**config.mk**
```make
export PLATFORM = sky130hd
export DESIGN_NAME = sd_irq_unit
export DESIGN_NICKNAME = d
export VERILOG_FILES = /design/src/rtl/sd_irq_pkg.sv /design/src/rtl/sd_sticky_reg.sv /design/src/rtl/sd_cfg_reg.sv /design/src/rtl/sd_cd_sync.sv /design/src/rtl/sd_irq_unit.sv
export SDC_FILE = /design/constraint.sdc
export NUM_CORES = 1
export LEC_CHECK = 0
export BUFFER_PORTS_ARGS = -buffer_cell sky130_fd_sc_hd__buf_4
export CAP_MARGIN = 30
export CORE_MARGIN = 10
export CORE_UTILIZATION = 57
export CTS_BUF_LIST = sky130_fd_sc_hd__clkbuf_4 sky130_fd_sc_hd__clkbuf_8
export DETAILED_ROUTE_END_ITERATION = 7
export PLACE_DENSITY = 0.83
export SLEW_MARGIN = 5
export SYNTH_ARGS = -nofsm -noshare
export SYNTH_HDL_FRONTEND = slang
export SYNTH_HIERARCHICAL = 1
export SYNTH_SLANG_ARGS = --single-unit
```
**constraint.sdc**
```tcl
create_clock -name clk_i -period 1.6 [get_ports clk_i]
set_input_delay 0.32 -clock clk_i [delete_from_list [all_inputs] [get_ports clk_i]]
set_output_delay 0.32 -clock clk_i [all_outputs]
set_load 0.05 [all_outputs]
```
**src/rtl/sd_irq_pkg.sv**
```systemverilog
package sd_irq_pkg;
  localparam int unsigned REG_W    = 32;
  localparam int unsigned IO_W     = 16;
  localparam int unsigned ADDR_W   = 3;
  localparam int unsigned EVT_W    = 10;

  localparam int unsigned BIT_CARD_RM  = 0;
  localparam int unsigned BIT_CARD_IN  = 1;
  localparam int unsigned BIT_EVT_LO   = 2;
  localparam int unsigned BIT_CD_LVL   = 16;
  localparam int unsigned BIT_WP_LVL   = 17;

  localparam logic [REG_W-1:0] STICKY_MASK = (REG_W'(1) << (BIT_EVT_LO + EVT_W)) - REG_W'(1);
  localparam logic [IO_W-1:0]  IO_IMPL     = 16'h0001;
  localparam logic [IO_W-1:0]  XACT_IMPL   = 16'h0001;

  typedef enum logic [ADDR_W-1:0] {
    A_STAT    = 3'd0,
    A_MASK    = 3'd1,
    A_IO_STAT = 3'd2,
    A_IO_MASK = 3'd3,
    A_XACT    = 3'd4
  } reg_addr_e;
endpackage

```
**src/rtl/sd_sticky_reg.sv**
```systemverilog
module sd_sticky_reg #(
  parameter int unsigned          W    = 32,
  parameter logic [W-1:0]         IMPL = '1
) (
  input  logic         clk_i,
  input  logic         rst_ni,
  input  logic [W-1:0] set_i,
  input  logic         we_i,
  input  logic [W-1:0] wdata_i,
  output logic [W-1:0] q_o
);
  logic [W-1:0] q_d, kept;

  always_comb begin
    kept = we_i ? (q_o & wdata_i) : q_o;
    q_d  = (kept | set_i) & IMPL;   // set beats clear
  end

  always_ff @(posedge clk_i or negedge rst_ni) begin
    if (!rst_ni) q_o <= '0;
    else         q_o <= q_d;
  end

  AST_SET_WINS: assert property (@(posedge clk_i) disable iff (!rst_ni)
    (|(set_i & IMPL)) |=> ((q_o & $past(set_i & IMPL)) == $past(set_i & IMPL)));
  AST_NO_SPURIOUS_SET: assert property (@(posedge clk_i) disable iff (!rst_ni)
    1'b1 |=> ((q_o & ~$past(q_o) & ~$past(set_i)) == '0));
  AST_ZERO_CLEARS: assert property (@(posedge clk_i) disable iff (!rst_ni)
    we_i |=> ((q_o & ~$past(wdata_i) & ~$past(set_i)) == '0));
  AST_UNIMPL_ZERO: assert property (@(posedge clk_i) disable iff (!rst_ni)
    ((q_o & ~IMPL) == '0));
endmodule

```
**src/rtl/sd_cfg_reg.sv**
```systemverilog
module sd_cfg_reg #(
  parameter int unsigned  W    = 32,
  parameter logic [W-1:0] RST  = '1,
  parameter logic [W-1:0] IMPL = '1
) (
  input  logic         clk_i,
  input  logic         rst_ni,
  input  logic         we_i,
  input  logic [W-1:0] wdata_i,
  output logic [W-1:0] q_o
);
  always_ff @(posedge clk_i or negedge rst_ni) begin
    if (!rst_ni)   q_o <= RST & IMPL;
    else if (we_i) q_o <= wdata_i & IMPL;
  end

  AST_CFG_HOLD: assert property (@(posedge clk_i) disable iff (!rst_ni)
    !we_i |=> $stable(q_o));
endmodule

```
**src/rtl/sd_cd_sync.sv**
```systemverilog
module sd_cd_sync #(
  parameter int unsigned STAGES = 2
) (
  input  logic clk_i,
  input  logic rst_ni,
  input  logic cd_i,
  output logic level_o,
  output logic rise_o,
  output logic fall_o
);
  logic [STAGES-1:0] sync_q;
  logic              prev_q;

  generate
    for (genvar s = 0; s < STAGES; s++) begin : g_stage
      if (s == 0) begin : g_first
        always_ff @(posedge clk_i or negedge rst_ni) begin
          if (!rst_ni) sync_q[0] <= 1'b0;
          else         sync_q[0] <= cd_i;
        end
      end else begin : g_next
        always_ff @(posedge clk_i or negedge rst_ni) begin
          if (!rst_ni) sync_q[s] <= 1'b0;
          else         sync_q[s] <= sync_q[s-1];
        end
      end
    end
  endgenerate

  always_ff @(posedge clk_i or negedge rst_ni) begin
    if (!rst_ni) prev_q <= 1'b0;
    else         prev_q <= sync_q[STAGES-1];
  end

  assign level_o = sync_q[STAGES-1];
  assign rise_o  = level_o & ~prev_q;
  assign fall_o  = ~level_o & prev_q;

  AST_CD_EDGE_ONEHOT: assert property (@(posedge clk_i) disable iff (!rst_ni)
    $onehot0({rise_o, fall_o}));
  AST_CD_RISE_SINGLE: assert property (@(posedge clk_i) disable iff (!rst_ni)
    rise_o |=> !rise_o);
endmodule

```
**src/rtl/sd_irq_unit.sv**
```systemverilog
module sd_irq_unit
  import sd_irq_pkg::*;
#(
  parameter int unsigned CD_STAGES = 2
) (
  input  logic              clk_i,
  input  logic              rst_ni,
  input  logic [EVT_W-1:0]  evt_i,
  input  logic              sdio_evt_i,
  input  logic              cd_i,
  input  logic              wp_i,
  input  logic              reg_we_i,
  input  logic [ADDR_W-1:0] reg_addr_i,
  input  logic [REG_W-1:0]  reg_wdata_i,
  output logic [REG_W-1:0]  reg_rdata_o,
  output logic              irq_o
);
  logic             cd_lvl, cd_rise, cd_fall;
  logic [REG_W-1:0] stat_set, stat_q, mask_q, live;
  logic [IO_W-1:0]  io_set, io_stat_q, io_mask_q, xact_q;
  logic             we_stat, we_mask, we_io_stat, we_io_mask, we_xact;
  logic             main_pend, io_pend;

  sd_cd_sync #(.STAGES(CD_STAGES)) i_cd_sync (
    .clk_i, .rst_ni, .cd_i,
    .level_o(cd_lvl), .rise_o(cd_rise), .fall_o(cd_fall)
  );

  always_comb begin
    we_stat    = reg_we_i && (reg_addr_i == A_STAT);
    we_mask    = reg_we_i && (reg_addr_i == A_MASK);
    we_io_stat = reg_we_i && (reg_addr_i == A_IO_STAT);
    we_io_mask = reg_we_i && (reg_addr_i == A_IO_MASK);
    we_xact    = reg_we_i && (reg_addr_i == A_XACT);
  end

  always_comb begin
    stat_set = '0;
    stat_set[BIT_CARD_RM] = cd_fall;
    stat_set[BIT_CARD_IN] = cd_rise;
    stat_set[BIT_EVT_LO +: EVT_W] = evt_i;
    io_set    = '0;
    io_set[0] = sdio_evt_i;
  end

  sd_sticky_reg #(.W(REG_W), .IMPL(STICKY_MASK)) i_stat (
    .clk_i, .rst_ni, .set_i(stat_set), .we_i(we_stat),
    .wdata_i(reg_wdata_i), .q_o(stat_q)
  );

  sd_cfg_reg #(.W(REG_W), .RST('1), .IMPL(STICKY_MASK | ~STICKY_MASK)) i_mask (
    .clk_i, .rst_ni, .we_i(we_mask), .wdata_i(reg_wdata_i), .q_o(mask_q)
  );

  sd_sticky_reg #(.W(IO_W), .IMPL(IO_IMPL)) i_io_stat (
    .clk_i, .rst_ni, .set_i(io_set), .we_i(we_io_stat),
    .wdata_i(reg_wdata_i[IO_W-1:0]), .q_o(io_stat_q)
  );

  sd_cfg_reg #(.W(IO_W), .RST('1), .IMPL('1)) i_io_mask (
    .clk_i, .rst_ni, .we_i(we_io_mask), .wdata_i(reg_wdata_i[IO_W-1:0]), .q_o(io_mask_q)
  );

  sd_cfg_reg #(.W(IO_W), .RST('0), .IMPL(XACT_IMPL)) i_xact (
    .clk_i, .rst_ni, .we_i(we_xact), .wdata_i(reg_wdata_i[IO_W-1:0]), .q_o(xact_q)
  );

  always_comb begin
    live = '0;
    live[BIT_CD_LVL] = cd_lvl;
    live[BIT_WP_LVL] = wp_i;
  end

  always_comb begin
    main_pend = |(stat_q & ~mask_q & STICKY_MASK);
    io_pend   = xact_q[0] & (|(io_stat_q & ~io_mask_q & IO_IMPL));
    irq_o     = main_pend | io_pend;
  end

  always_comb begin
    unique case (reg_addr_i)
      A_STAT:    reg_rdata_o = stat_q | live;
      A_MASK:    reg_rdata_o = mask_q;
      A_IO_STAT: reg_rdata_o = {{(REG_W-IO_W){1'b0}}, io_stat_q};
      A_IO_MASK: reg_rdata_o = {{(REG_W-IO_W){1'b0}}, io_mask_q};
      A_XACT:    reg_rdata_o = {{(REG_W-IO_W){1'b0}}, xact_q};
      default:   reg_rdata_o = '0;
    endcase
  end

  AST_IO_GATED: assert property (@(posedge clk_i) disable iff (!rst_ni)
    (!xact_q[0] && !main_pend) |-> !irq_o);
  AST_ALL_MASKED_QUIET: assert property (@(posedge clk_i) disable iff (!rst_ni)
    ((&mask_q) && !io_pend) |-> !irq_o);
  AST_READ_HOLES_ZERO: assert property (@(posedge clk_i) disable iff (!rst_ni)
    (reg_addr_i == A_STAT) |-> ((reg_rdata_o & ~(STICKY_MASK | live)) == '0));
endmodule

```
After elaboration in Yosys (flattened, before gate mapping)
Index checks and enable logic that the tools add are counted.

Flip-flop bits (word level): 65. Output and inout port bits: 33. Logic and storage cells: 37.

Equal/unequal tests: 4. Mux-type cells: 3. Bitwise operators: 15. Reduce and logical (&&, ||, !) cells: 7.

Operators with widths (number): one-hot mux 32 bit (5 select lines) (1); AND 12 bit (2); bitwise OR 12 x 18 -> 18 bit (1); two-way mux 12 bit (1); NOT 12 bit (1); bitwise OR 12 bit (1); OR reduction 12 bit (1); equality test 3 x 2 -> 1 bit (second input constant) (2); AND 1 bit (5); logical AND 1 bit (5); equality test 3 x 1 -> 1 bit (second input constant) (1); equality test 3 bit (second input constant) (1); logical NOT 3 bit (1); NOT 1 bit (3); bitwise OR 1 bit (2); two-way mux 1 bit (1).

Depth between registers and ports, before layout
Depth in word-level cells: 4. Depth in mapped cells: 9.

By module
Netlist, hierarchy kept.

By module, submodules not included: sd_cfg_reg (i_mask) (times used 1, cells an instance 68, area each 1385.1 µm², seq. area each 840.8 µm²); sd_irq_unit (times used 1, cells an instance 133, area each 902.1 µm², seq. area each 0.0 µm²); sd_cfg_reg (i_io_mask) (times used 1, cells an instance 34, area each 669.4 µm², seq. area each 420.4 µm²); sd_sticky_reg (i_stat) (times used 1, cells an instance 58, area each 626.9 µm², seq. area each 300.3 µm²); sd_cfg_reg (i_xact) (times used 1, cells an instance 18, area each 156.4 µm², seq. area each 25.0 µm²); sd_sticky_reg (i_io_stat) (times used 1, cells an instance 19, area each 155.1 µm², seq. area each 25.0 µm²); sd_cd_sync (times used 1, cells an instance 5, area each 90.1 µm², seq. area each 75.1 µm²).

Worst setup path after synthesis
No wires, ideal clock.

Path type: input to output. Start: in reg_addr_i[1]. End: out reg_rdata_o[0]. Arrival: 1.667 ns. Setup slack: -0.387 ns. Stages on the path: 5. Path buffers: 2. Cells stage by stage: buf_2 > buf_2 > nor3_1 > a21oi_1 > o22ai_1.

Longest elaborated chain between the ends: 2. Elaborated cells between the ends (all ways): 6. Those cells by class: eq/ne (4); mux (1); reduce/logical (1).

Ends and longest elaborated chain: start: declaration (RTL line sd_irq_unit.sv:13) `input logic [ADDR_W-1:0] reg_addr_i,`; equality test 3 bit (tied with other cells) (RTL line sd_irq_unit.sv:81) `unique case (reg_addr_i)`; one-hot mux 32 bit (5 select lines) * (RTL line sd_irq_unit.sv:81); end: declaration (RTL line sd_irq_unit.sv:15) `output logic [REG_W-1:0] reg_rdata_o,`.

Every way passes the cells marked *; elsewhere a longest branch is shown, timed or not.

Worst setup path after layout
Start: reg i_mask.q_o[1]. End: out irq_o.

Longest elaborated chain between the ends: 4.

Ends and longest elaborated chain: start: declaration (RTL line sd_cfg_reg.sv:10) `output logic [W-1:0] q_o`; start signal: assignment (RTL line sd_cfg_reg.sv:13) `if (!rst_ni) q_o <= RST & IMPL;`; start signal: assignment (RTL line sd_cfg_reg.sv:14) `else if (we_i) q_o <= wdata_i & IMPL;`; NOT 12 bit (RTL line sd_irq_unit.sv:75) `main_pend = |(stat_q & ~mask_q & STICKY_MASK);`; AND 12 bit (RTL line sd_irq_unit.sv:75); OR reduction 12 bit (RTL line sd_irq_unit.sv:75); bitwise OR 1 bit (RTL line sd_irq_unit.sv:77) `irq_o = main_pend | io_pend;`; end: declaration (RTL line sd_irq_unit.sv:16) `output logic irq_o`.

Every way passes these cells.

==> metrics.log <==
[metrics] result of the run: finished with violations
[metrics] violations in the final reports: setup timing
[metrics] cell family with most CP delay: flip-flops
[metrics] Netlist Area Pre-Place: about 0.0040 mm2
[metrics] type of the tightest min-delay check: in -> reg
[metrics] GR Util met1: 21.0%
[metrics] global routing usage summed across all routing layers: between 10% and 20%
[metrics] most used routing layer in global routing: met2
[metrics] chip height: 104 um
[metrics] pin count of the biggest net entering global routing: 30
[metrics] maximum buffer depth of the clock tree: 2
[metrics] Port Buf Inserts: 83
[metrics] number of buffers and inverters on the critical path: 2
[metrics] count of maximum capacitance violations: 0
[metrics] first-pass GRT wire length: 15600 um
[metrics] worst setup path category: reg -> out
[metrics] setup slack of the worst register-to-register path: 0.64 ns
[metrics] H-tree Lvls: 3
[metrics] Final Worst Setup Slack: -0.366 ns
[metrics] final routed DRC violation total: 0
[metrics] Worst IR Drop VDD: 0.608 mV
[metrics] Worst Hold Launch: cd_i
[metrics] post-DR wirelength/cell: 19.8 um
[metrics] slowest stage cell on the critical path: sky130_fd_sc_hd__dfstp_2
[metrics] r2r startpoint: i_cd_sync/level_o
[metrics] routed wire length: ~11000 um
[metrics] CTS clock-pin slew for the worst setup and hold paths: 0.07 ns
[metrics] final net count: 497
[metrics] Final period util: 123%
[metrics] setup repair after global routing missed its margin: yes
[metrics] initial antenna violation count: 0
[metrics] clock net sink count: 65
[metrics] via density per instance: between 5 and 6
[metrics] clock tree from TritonCTS: built
[metrics] type of element launching the critical path: register
[metrics] die width: around 100 um
[metrics] Max Clock Skew: between 0.007 and 0.008 ns
[metrics] CORE AREA: 0.00679 mm2
[metrics] dpl hpwl: about 7000 um
[metrics] average footprint of a synthesized cell: 11.9 um2
[metrics] global routing met2 resource utilization: a little under a third
[metrics] drt initial violations: slightly above 100
[metrics] highest net fanout along the worst path: 3
[metrics] number of hold-slack violations in the final timing report: 0
[metrics] number of detailed-routing iterations run before antenna repair: 4
[metrics] ratio of cells with drive above 1 in the final layout: approximately 61%
[metrics] Final Power: ~5.3 mW
[metrics] cells along the critical path: inv_1 > a221oi_2 > nand3_1 > buf_6
[metrics] grt total ovfl: 0
[metrics] number of setup violations in the final report: 17
[metrics] met3 usage in global routing: 4.89%
[metrics] count of antenna-violating nets left after detailed routing: 0
[metrics] DIE AREA: around 0.011 mm2
[metrics] buffer type at the clock tree root: sky130_fd_sc_hd__clkbuf_8
[metrics] number of instances in the synthesized netlist: 334
[metrics] worst hold margin: 0.0825 ns
[metrics] ant diodes: 0
[metrics] number of cell rows: 30
[metrics] Top Ports: between 80 and 90
[metrics] Pwr Density: between 1000 and 1500 mW/mm2
[metrics] static leakage: around 2.5 nW
[metrics] GP Congestion: between 0.8 and 0.9
[metrics] cts bufs inserted: 9
[metrics] type of destination of the critical path: output pin
[metrics] max-slew violation total from the final report: 0
[metrics] Starting Density: a little under 60%
[metrics] Ys Warns: 6
[metrics] P&R area growth vs syn: 32.5%
[metrics] number of global-route vias before repair: 2969
[metrics] upper clock frequency limit: ~500 MHz
[metrics] Arr. time, crit path: approximately 1.7 ns
[metrics] crit-path max cell delay: ~0.55 ns
[metrics] Crit. Startpoint: i_mask/q_o[1]
[metrics] number of vias after detailed routing: ~2800
[metrics] data required time of the worst path: about 1.3 ns
[metrics] clock period minus final worst setup slack: around 2.0 ns
[metrics] worst-skew pair later-pin latency: 0.35 ns
[flip-flops by register name, summed over array words and instances, names as in the netlist]
register / cells
i_cd_sync/level_o: 1
i_cd_sync/prev_q: 1
i_cd_sync/sync_q: 1
i_io_mask/q_o: 16
i_io_stat/q_o: 1
i_mask/q_o: 32
i_stat/q_o: 12
i_xact/q_o: 1
[through the flow]
stage	cells	util, %	cell area [um2]	setup TNS (ns)	setup slack, ns
finish	547	77.7	5280	-3.30	-0.366
detailed placement	515	68.0	4620	-7.48	-0.197
global placement	515	68.0	4620	-5.97	-0.182
global route	547	77.7	5280	-4.23	-0.446
CTS	539	74.3	5050	-3.19	-0.349
floorplan	381	-	4240	-2.19	-0.0729
[cells in the final DEF (no fill, tap or decap), drive strengths merged, types with 14 or more instances in the layout]
| cell type | count |
|---|---|
| mux2 | 50 |
| o21ai | 17 |
| buf | 119 |
| a221o | 15 |
| a22o | 14 |
| conb | 50 |
| dfrtp | 17 |
| dfstp | 48 |
| nand2b | 16 |
| nand2 | 21 |
| mux2i | 15 |
[cell type report]
cell class / count / area, um2
fill: 392 / 1520
inverter: 13 / 48.8
tap: 96 / 120
clock inverter: 4 / 20.0
multi-input combinational: 236 / 2050
timing repair buffer: 121 / 1190
sequential: 65 / 1690
clock buffer: 12 / 153
[path summary, 6_finish.rpt]
check	end	cells past startpoint
worst max-delay path	irq_o	4
worst min-delay path	i_cd_sync/sync_q[0]	1
worst max register to register	i_stat/q_o[0]	2
worst min register to register	i_cd_sync/level_o	0
max in group asynchronous	i_mask/q_o[23]	3
min in group asynchronous	i_cd_sync/level_o	2
[metal layers]
metal	wire length, um	up-vias
met5	0	-
met4	221	0
met3	618	20
met2	5620	99
met1	4370	1421
li1	-	1306
[report_power, final]
part | switching, mW | total [mW] | internal (mW) | leakage [nW]
registers | 0.229 | 2.36 | 2.13 | 0.668
logic | 0.761 | 1.67 | 0.904 | 1.72
clock network | 0.634 | 1.26 | 0.629 | 0.0967
total | 1.62 | 5.29 | 3.66 | 2.48
[worst reg2reg max path, stage by stage, from the launching register on]
cell and delay [ns]:
sky130_fd_sc_hd__dfrtp_1 0.46, sky130_fd_sc_hd__and2b_2 0.25, sky130_fd_sc_hd__a21o_1 0.15
[repair_timing]
item                                    CTS  global route
pin swaps                                 8            16
endpoints found under the setup margin   33            33
resized for setup                        51            38
hold buffers                              1             0
gates cloned                              3             0
setup buffers                             4             8
endpoints found under the hold margin     7             0
Note: power is estimated with default switching activity, not from simulation.
